`src/rtl/ulpi_rb_pkg.sv`:
```
package ulpi_rb_pkg;
  localparam int DATA_W = 8;
  localparam int ADDR_W = 8;
  localparam int STAT_W = 5;
  localparam int NCTL   = 5;

  localparam logic [ADDR_W-1:0] ADR_STAT  = 8'h13;
  localparam logic [ADDR_W-1:0] ADR_LATCH = 8'h14;

  // control registers: function, interface, OTG, rising enable, falling enable
  localparam logic [ADDR_W-1:0] CTL_BASE [NCTL] = '{8'h04, 8'h07, 8'h0A, 8'h0D, 8'h10};
  localparam logic [DATA_W-1:0] CTL_RST  [NCTL] = '{8'h41, 8'h00, 8'h06, 8'h1F, 8'h1F};
  localparam logic [DATA_W-1:0] CTL_MASK [NCTL] = '{8'h7F, 8'hFF, 8'hFF, 8'h1F, 8'h1F};

  localparam int IDX_RISE = 3;
  localparam int IDX_FALL = 4;

  typedef enum logic [1:0] {ALIAS_PUT = 2'd0, ALIAS_SET = 2'd1, ALIAS_CLR = 2'd2, ALIAS_NONE = 2'd3} alias_e;
endpackage

```
`src/rtl/ulpi_rb_alias_reg.sv`:
```
module ulpi_rb_alias_reg
  import ulpi_rb_pkg::*;
#(
  parameter logic [ADDR_W-1:0] BASE  = 8'h04,
  parameter logic [DATA_W-1:0] RSTV  = 8'h00,
  parameter logic [DATA_W-1:0] MASK  = 8'hFF
) (
  input  logic              clk,
  input  logic              rst,
  input  logic              wr_en,
  input  logic [ADDR_W-1:0] addr,
  input  logic [DATA_W-1:0] wdata,
  output logic              hit,
  output logic [DATA_W-1:0] q
);
  logic [ADDR_W-1:0] off;
  alias_e            kind;

  always_comb begin
    off = addr - BASE;
    hit = (off < ADDR_W'(3));
    unique case (off[1:0])
      2'd0:    kind = ALIAS_PUT;
      2'd1:    kind = ALIAS_SET;
      2'd2:    kind = ALIAS_CLR;
      default: kind = ALIAS_NONE;
    endcase
    if (!hit) kind = ALIAS_NONE;
  end

  always_ff @(posedge clk) begin
    if (rst) begin
      q <= RSTV;
    end else if (wr_en) begin
      case (kind)
        ALIAS_PUT: q <= wdata & MASK;
        ALIAS_SET: q <= q | (wdata & MASK);
        ALIAS_CLR: q <= q & ~wdata;
        default:   q <= q;
      endcase
    end
  end

  assert_put_R2: assert property (@(posedge clk) disable iff (rst)
    (wr_en && hit && off == '0) |=> (q == $past(wdata & MASK)));
  assert_set_R3: assert property (@(posedge clk) disable iff (rst)
    (wr_en && hit && off == ADDR_W'(1)) |=> ((q & $past(wdata & MASK)) == $past(wdata & MASK)));
  assert_clr_R3: assert property (@(posedge clk) disable iff (rst)
    (wr_en && hit && off == ADDR_W'(2)) |=> ((q & $past(wdata)) == '0));
  assert_untouched_R11: assert property (@(posedge clk) disable iff (rst)
    (!(wr_en && hit)) |=> $stable(q));
endmodule

```
`src/rtl/ulpi_rb_event.sv`:
```
module ulpi_rb_event
  import ulpi_rb_pkg::*;
#(
  parameter int N = STAT_W
) (
  input  logic         clk,
  input  logic         rst,
  input  logic [N-1:0] stat_in,
  input  logic [N-1:0] rise_en,
  input  logic [N-1:0] fall_en,
  input  logic         rd_clr,
  output logic [N-1:0] stat_q,
  output logic [N-1:0] latch_q,
  output logic         irq_q,
  output logic         req_q
);
  logic         primed_q;
  logic [N-1:0] ev;
  logic [N-1:0] latch_nxt;

  always_comb begin
    ev = '0;
    if (primed_q)
      ev = (stat_in & ~stat_q & rise_en) | (~stat_in & stat_q & fall_en);
    latch_nxt = (rd_clr ? '0 : latch_q) | ev;
  end

  always_ff @(posedge clk) begin
    if (rst) begin
      stat_q   <= '0;
      primed_q <= 1'b0;
      latch_q  <= '0;
      irq_q    <= 1'b0;
      req_q    <= 1'b0;
    end else begin
      stat_q   <= stat_in;
      primed_q <= 1'b1;
      latch_q  <= latch_nxt;
      irq_q    <= |latch_nxt;
      req_q    <= |ev;
    end
  end

  assert_req_latched_R7: assert property (@(posedge clk) disable iff (rst)
    req_q |-> (latch_q != '0));
  assert_irq_tracks_R9: assert property (@(posedge clk) disable iff (rst)
    irq_q == (latch_q != '0));
  assert_clear_on_read_R9: assert property (@(posedge clk) disable iff (rst)
    (rd_clr && ev == '0) |=> (latch_q == '0));
  assert_event_wins_R10: assert property (@(posedge clk) disable iff (rst)
    (rd_clr && ev != '0) |=> ((latch_q & $past(ev)) == $past(ev)));
  assert_quiet_start_R12: assert property (@(posedge clk) disable iff (rst)
    $rose(primed_q) |-> !req_q);
endmodule

```
`src/rtl/ulpi_regbank.sv`:
```
module ulpi_regbank
  import ulpi_rb_pkg::*;
#(
  parameter logic [15:0] VENDOR_ID  = 16'hA5C3,
  parameter logic [15:0] PRODUCT_ID = 16'h0F17
) (
  input  logic              clk,
  input  logic              rst,
  input  logic [ADDR_W-1:0] reg_addr,
  input  logic              reg_wr,
  input  logic [DATA_W-1:0] reg_wdata,
  input  logic              reg_rd,
  output logic [DATA_W-1:0] reg_rdata,
  input  logic [STAT_W-1:0] stat_in,
  output logic              irq_o,
  output logic              rxcmd_req_o
);
  localparam int PAD_W = DATA_W - STAT_W;

  logic [DATA_W-1:0] ctl_q   [NCTL];
  logic [NCTL-1:0]   ctl_hit;
  logic [STAT_W-1:0] stat_q;
  logic [STAT_W-1:0] latch_q;
  logic [DATA_W-1:0] rd_val;
  logic              rd_clr;

  for (genvar i = 0; i < NCTL; i++) begin : g_ctl
    ulpi_rb_alias_reg #(
      .BASE (CTL_BASE[i]),
      .RSTV (CTL_RST[i]),
      .MASK (CTL_MASK[i])
    ) u_reg (
      .clk   (clk),
      .rst   (rst),
      .wr_en (reg_wr),
      .addr  (reg_addr),
      .wdata (reg_wdata),
      .hit   (ctl_hit[i]),
      .q     (ctl_q[i])
    );
  end

  assign rd_clr = reg_rd && (reg_addr == ADR_LATCH);

  ulpi_rb_event #(.N(STAT_W)) u_event (
    .clk     (clk),
    .rst     (rst),
    .stat_in (stat_in),
    .rise_en (ctl_q[IDX_RISE][STAT_W-1:0]),
    .fall_en (ctl_q[IDX_FALL][STAT_W-1:0]),
    .rd_clr  (rd_clr),
    .stat_q  (stat_q),
    .latch_q (latch_q),
    .irq_q   (irq_o),
    .req_q   (rxcmd_req_o)
  );

  always_comb begin
    rd_val = '0;
    case (reg_addr)
      8'h00:     rd_val = VENDOR_ID[7:0];
      8'h01:     rd_val = VENDOR_ID[15:8];
      8'h02:     rd_val = PRODUCT_ID[7:0];
      8'h03:     rd_val = PRODUCT_ID[15:8];
      ADR_STAT:  rd_val = {{PAD_W{1'b0}}, stat_q};
      ADR_LATCH: rd_val = {{PAD_W{1'b0}}, latch_q};
      default:   rd_val = '0;
    endcase
    for (int i = 0; i < NCTL; i++)
      if (ctl_hit[i]) rd_val = ctl_q[i];
  end

  always_ff @(posedge clk) begin
    if (rst)         reg_rdata <= '0;
    else if (reg_rd) reg_rdata <= rd_val;
  end

  assert_rd_hold_R4: assert property (@(posedge clk) disable iff (rst)
    !reg_rd |=> $stable(reg_rdata));
  assert_one_hit_R4: assert property (@(posedge clk) disable iff (rst)
    $onehot0(ctl_hit));
  assert_req_pulse_R7: assert property (@(posedge clk) disable iff (rst)
    (rxcmd_req_o && $stable(stat_in)) |=> !rxcmd_req_o);
endmodule

```
`config.mk`:
```
export PLATFORM = sky130hd
export DESIGN_NAME = ulpi_regbank
export DESIGN_NICKNAME = d
export VERILOG_FILES = /design/src/rtl/ulpi_rb_pkg.sv /design/src/rtl/ulpi_rb_alias_reg.sv /design/src/rtl/ulpi_rb_event.sv /design/src/rtl/ulpi_regbank.sv
export SDC_FILE = /design/constraint.sdc
export NUM_CORES = 1
export LEC_CHECK = 0
export BUFFER_PORTS_ARGS = -buffer_cell sky130_fd_sc_hd__buf_2
export CORE_MARGIN = 1
export CORE_UTILIZATION = 57
export CTS_CLUSTER_DIAMETER = 100
export DETAILED_ROUTE_END_ITERATION = 10
export GPL_TIMING_DRIVEN = 1
export PLACE_DENSITY = 0.77
export SLEW_MARGIN = 0
export SYNTH_ARGS = -nofsm -noshare
export SYNTH_HDL_FRONTEND = slang
export SYNTH_HIERARCHICAL = 1
export SYNTH_SLANG_ARGS = --single-unit
```
`constraint.sdc`:
```
create_clock -name clk -period 6.6 [get_ports clk]
set_clock_uncertainty 0.1 [all_clocks]
set_input_delay 1.65 -clock clk [delete_from_list [all_inputs] [get_ports clk]]
set_output_delay 1.65 -clock clk [all_outputs]
set_load 0.03 [all_outputs]
```
==> results.cfg <==
[power_and_ir_drop]
comb_power_share_pct = 13.0
p_seq_share_pct = 46.2
vdd_drop_max_mv = 0.1267
p_switching_mw = 0.2335
power_density_nw_per_um2 = 185.8
p_leak_nw = 1.636
clkPwrFrac_pct = 40.8
p_sw_share_pct = 28.07
p_int_mw = 0.5982

[detailed_routing]
first_pass_iters = 5
routed_wl_um = 11290
vias = 3866
drt_iter0_drc = 268
via_per_inst = 6.454
drc = 0
final_antenna_net_count = 0
post_drt_wl_per_cell_um = 18.84

[yosys]
synth_area_sq_um = 4059
synth_top_flop_cell = dfxtp_1
synth_seq_cells = 61
ys_seq_area_share_pct = 30.09
synth_edf_count = 0
async_flop_share_pct = 0
synth_nets = 517
yosys_warnings = 6
synth_cell_types = 75
syn_area_per_cell_sq_um = 8.654
netlist_instances = 469

[global_route]
antenna_found_initial = 0
grt_max_degree = 62
grt_overflow_total = 0
grt_pass1_wl_um = 18620
track_usage_pct = 32.50
grt_pass1_vias = 3669

[clock_tree]
cts_resized = 0
cts_buffers = 9
clk_pin_slew_ns = 0.08
cts_buffer_depth = 2
cts_tree = built
ctsRootBufferMaster = clkbuf_8
cts_setup_buffers = 0
worstSkewPairLatency_ns = 0.35
cts_sinks = 61
htree_levels = 3
cts_hold_buf = 0

[timing]
period_needed_ns = 4.666
tns_ns = 0
rsz0062_at_grt = no
holdWs_ns = 0.3599
drv_slew = 0
period_share_pct = 70.69
setup_viol = 0
hold_viol_final = 0
fmax_mhz = 214.3
tightestPinTransition_ns = 1.059
maxSlewHeadroom_pct = 29.39

[die]
start_util_pct = 59.41
rows = 30
die_w_um = 86.39
die_height_um = 86.39
core-area_sq_um = 6832
num_io_pins = 35
die_area_sq_um = 7462

[finish]
antennaDiodeCount = 0
layout_common_cells = dfxtp_1 (61), a21oi_1 (41), buf_2 (34)
drive_gt1_share_pct = 17.10
area_growth_pct = 10.27
final_common_cell = dfxtp_1
nNetsFinal = 546
final_cells = 599

[setup_path]
required_ns = 6.73
cp-end-kind = flip-flop
start_kind = input pin
cp.arrival_ns = 4.79
cp_max_fo = 28
worstSetupPathType = input pin to flip-flop

[flow_run]
drv_cap = 0

[place]
place.gp.congestion = 1.027
dp_cells = 583
dpl.hpwl_um = 8107
port_buffers = 34

[hold_path]
hp-class = flip-flop to flip-flop

[outcome]
status = finished, final reports clean
-- worst max-delay path, stage by stage --
cell and delay [ns]:
buf_2 0.37, inv_1 0.11, ha_1 0.30, nand2b_1 0.09, nor4_4 0.29, or3b_1 0.42
ha_1 0.22, nor2b_1 0.72, o211ai_1 0.21, a221o_1 0.40
-- sequential cells by signal (all words and copies together) (netlist names) --
name and count:
u_event/irq_q 1, u_event/primed_q 1, u_event/stat_q 5, g_ctl.u_reg/q 40
reg_rdata 8, u_event/latch_q 5, u_event/req_q 1
-- power by group through the flow --
stage	Clock (mW)	Sequential, mW	Combinational [mW]
3_5_place_dp	0	0.393	0.106
4_1_cts	0.341	0.384	0.107
2_1_floorplan	0	0.397	0.0552
6_report	0.339	0.384	0.108
5_1_grt	0.357	0.385	0.118
3_3_place_gp	0	0.393	0.103
-- path summary, 6_finish.rpt --
check                              to                start  slack [ns]  depth (start not counted)
hold / removal    g_ctl[3].u_reg/q[6]  g_ctl[3].u_reg/q[6]        0.36                          2
setup reg to reg         reg_rdata[2]    u_event/stat_q[2]        5.21                          4
hold reg to reg   g_ctl[3].u_reg/q[6]  g_ctl[3].u_reg/q[6]        0.36                          2
setup / recovery  g_ctl[2].u_reg/q[2]          reg_addr[1]        1.93                         10
-- per-stage QoR --
step	utilization (%)	cell area (sq um)	setup slack [ns]	total power, mW
2_1_floorplan	-	4059	2.636	0.4519
3_3_place_gp	62.60	4277	1.806	0.4956
3_5_place_dp	62.60	4277	1.648	0.4989
4_1_cts	65.51	4476	1.984	0.8323
5_1_grt	65.51	4476	1.651	0.8608
6_report	65.51	4476	1.934	0.8317
-- logic make-up after synthesis --
kind of cell / count (synthesis) / synth area share, %
flip-flops: 61 / 30.09
XOR/XNOR: 3 / 0.6475
buffers and inverters: 43 / 4.285
AND/OR/NAND/NOR: 158 / 26.26
adder cells (fa/ha/maj): 23 / 7.090
AO/OA/AOI/OAI: 178 / 30.89
multiplexers: 3 / 0.7399
-- area by class of cell --
class	count	area [sq um]
clock buffers	10	137.6
clock inverters	6	61.31
fillers	586	2356
inverters	27	101.3
multi-input cells	365	2664
flip-flops and latches	61	1221
well taps	96	120.1
repair buffers	34	170.2
-- Yosys cell counts, types with 3 or more instances --
cell type,n,area [sq um]
a31oi_1,6,37.54
mux2i_1,3,30.03
or3b_1,3,26.28
ha_1,23,287.8
o2bb2ai_1,5,43.79
a21oi_1,41,205.2
buf_2,3,15.01
a211oi_1,14,105.1
nand2_1,15,56.30
nand4b_1,8,70.07
nor2_1,24,90.09
o31a_1,3,26.28
a2111oi_0,3,26.28
a311oi_1,4,35.03
o22a_1,3,26.28
or2_1,3,18.77
inv_1,27,101.4
a22o_1,3,26.28
and2b_2,6,52.55
a221o_1,15,150.1
o22ai_1,19,118.9
o211ai_1,10,75.07
clkbuf_1,9,33.78
dfxtp_1,61,1221
a22oi_1,5,37.54
nand2b_1,20,125.1
nor2b_1,31,193.9
a221oi_1,6,52.55
o21a_1,5,37.54
nor3_1,4,20.02
nor4_2,4,50.05
a211o_1,3,26.28
or2_2,6,37.54
o21ai_0,21,105.1
-- metal layers --
layer	vias to the layer above	GRT usage, %	routed length [um]
li1	1847	-	-
met1	1836	41.12	4992
met2	147	54.04	5351
met3	36	5.429	519
met4	0	15.30	425
met5	-	0	0
Power figures use the tool's default switching activity.
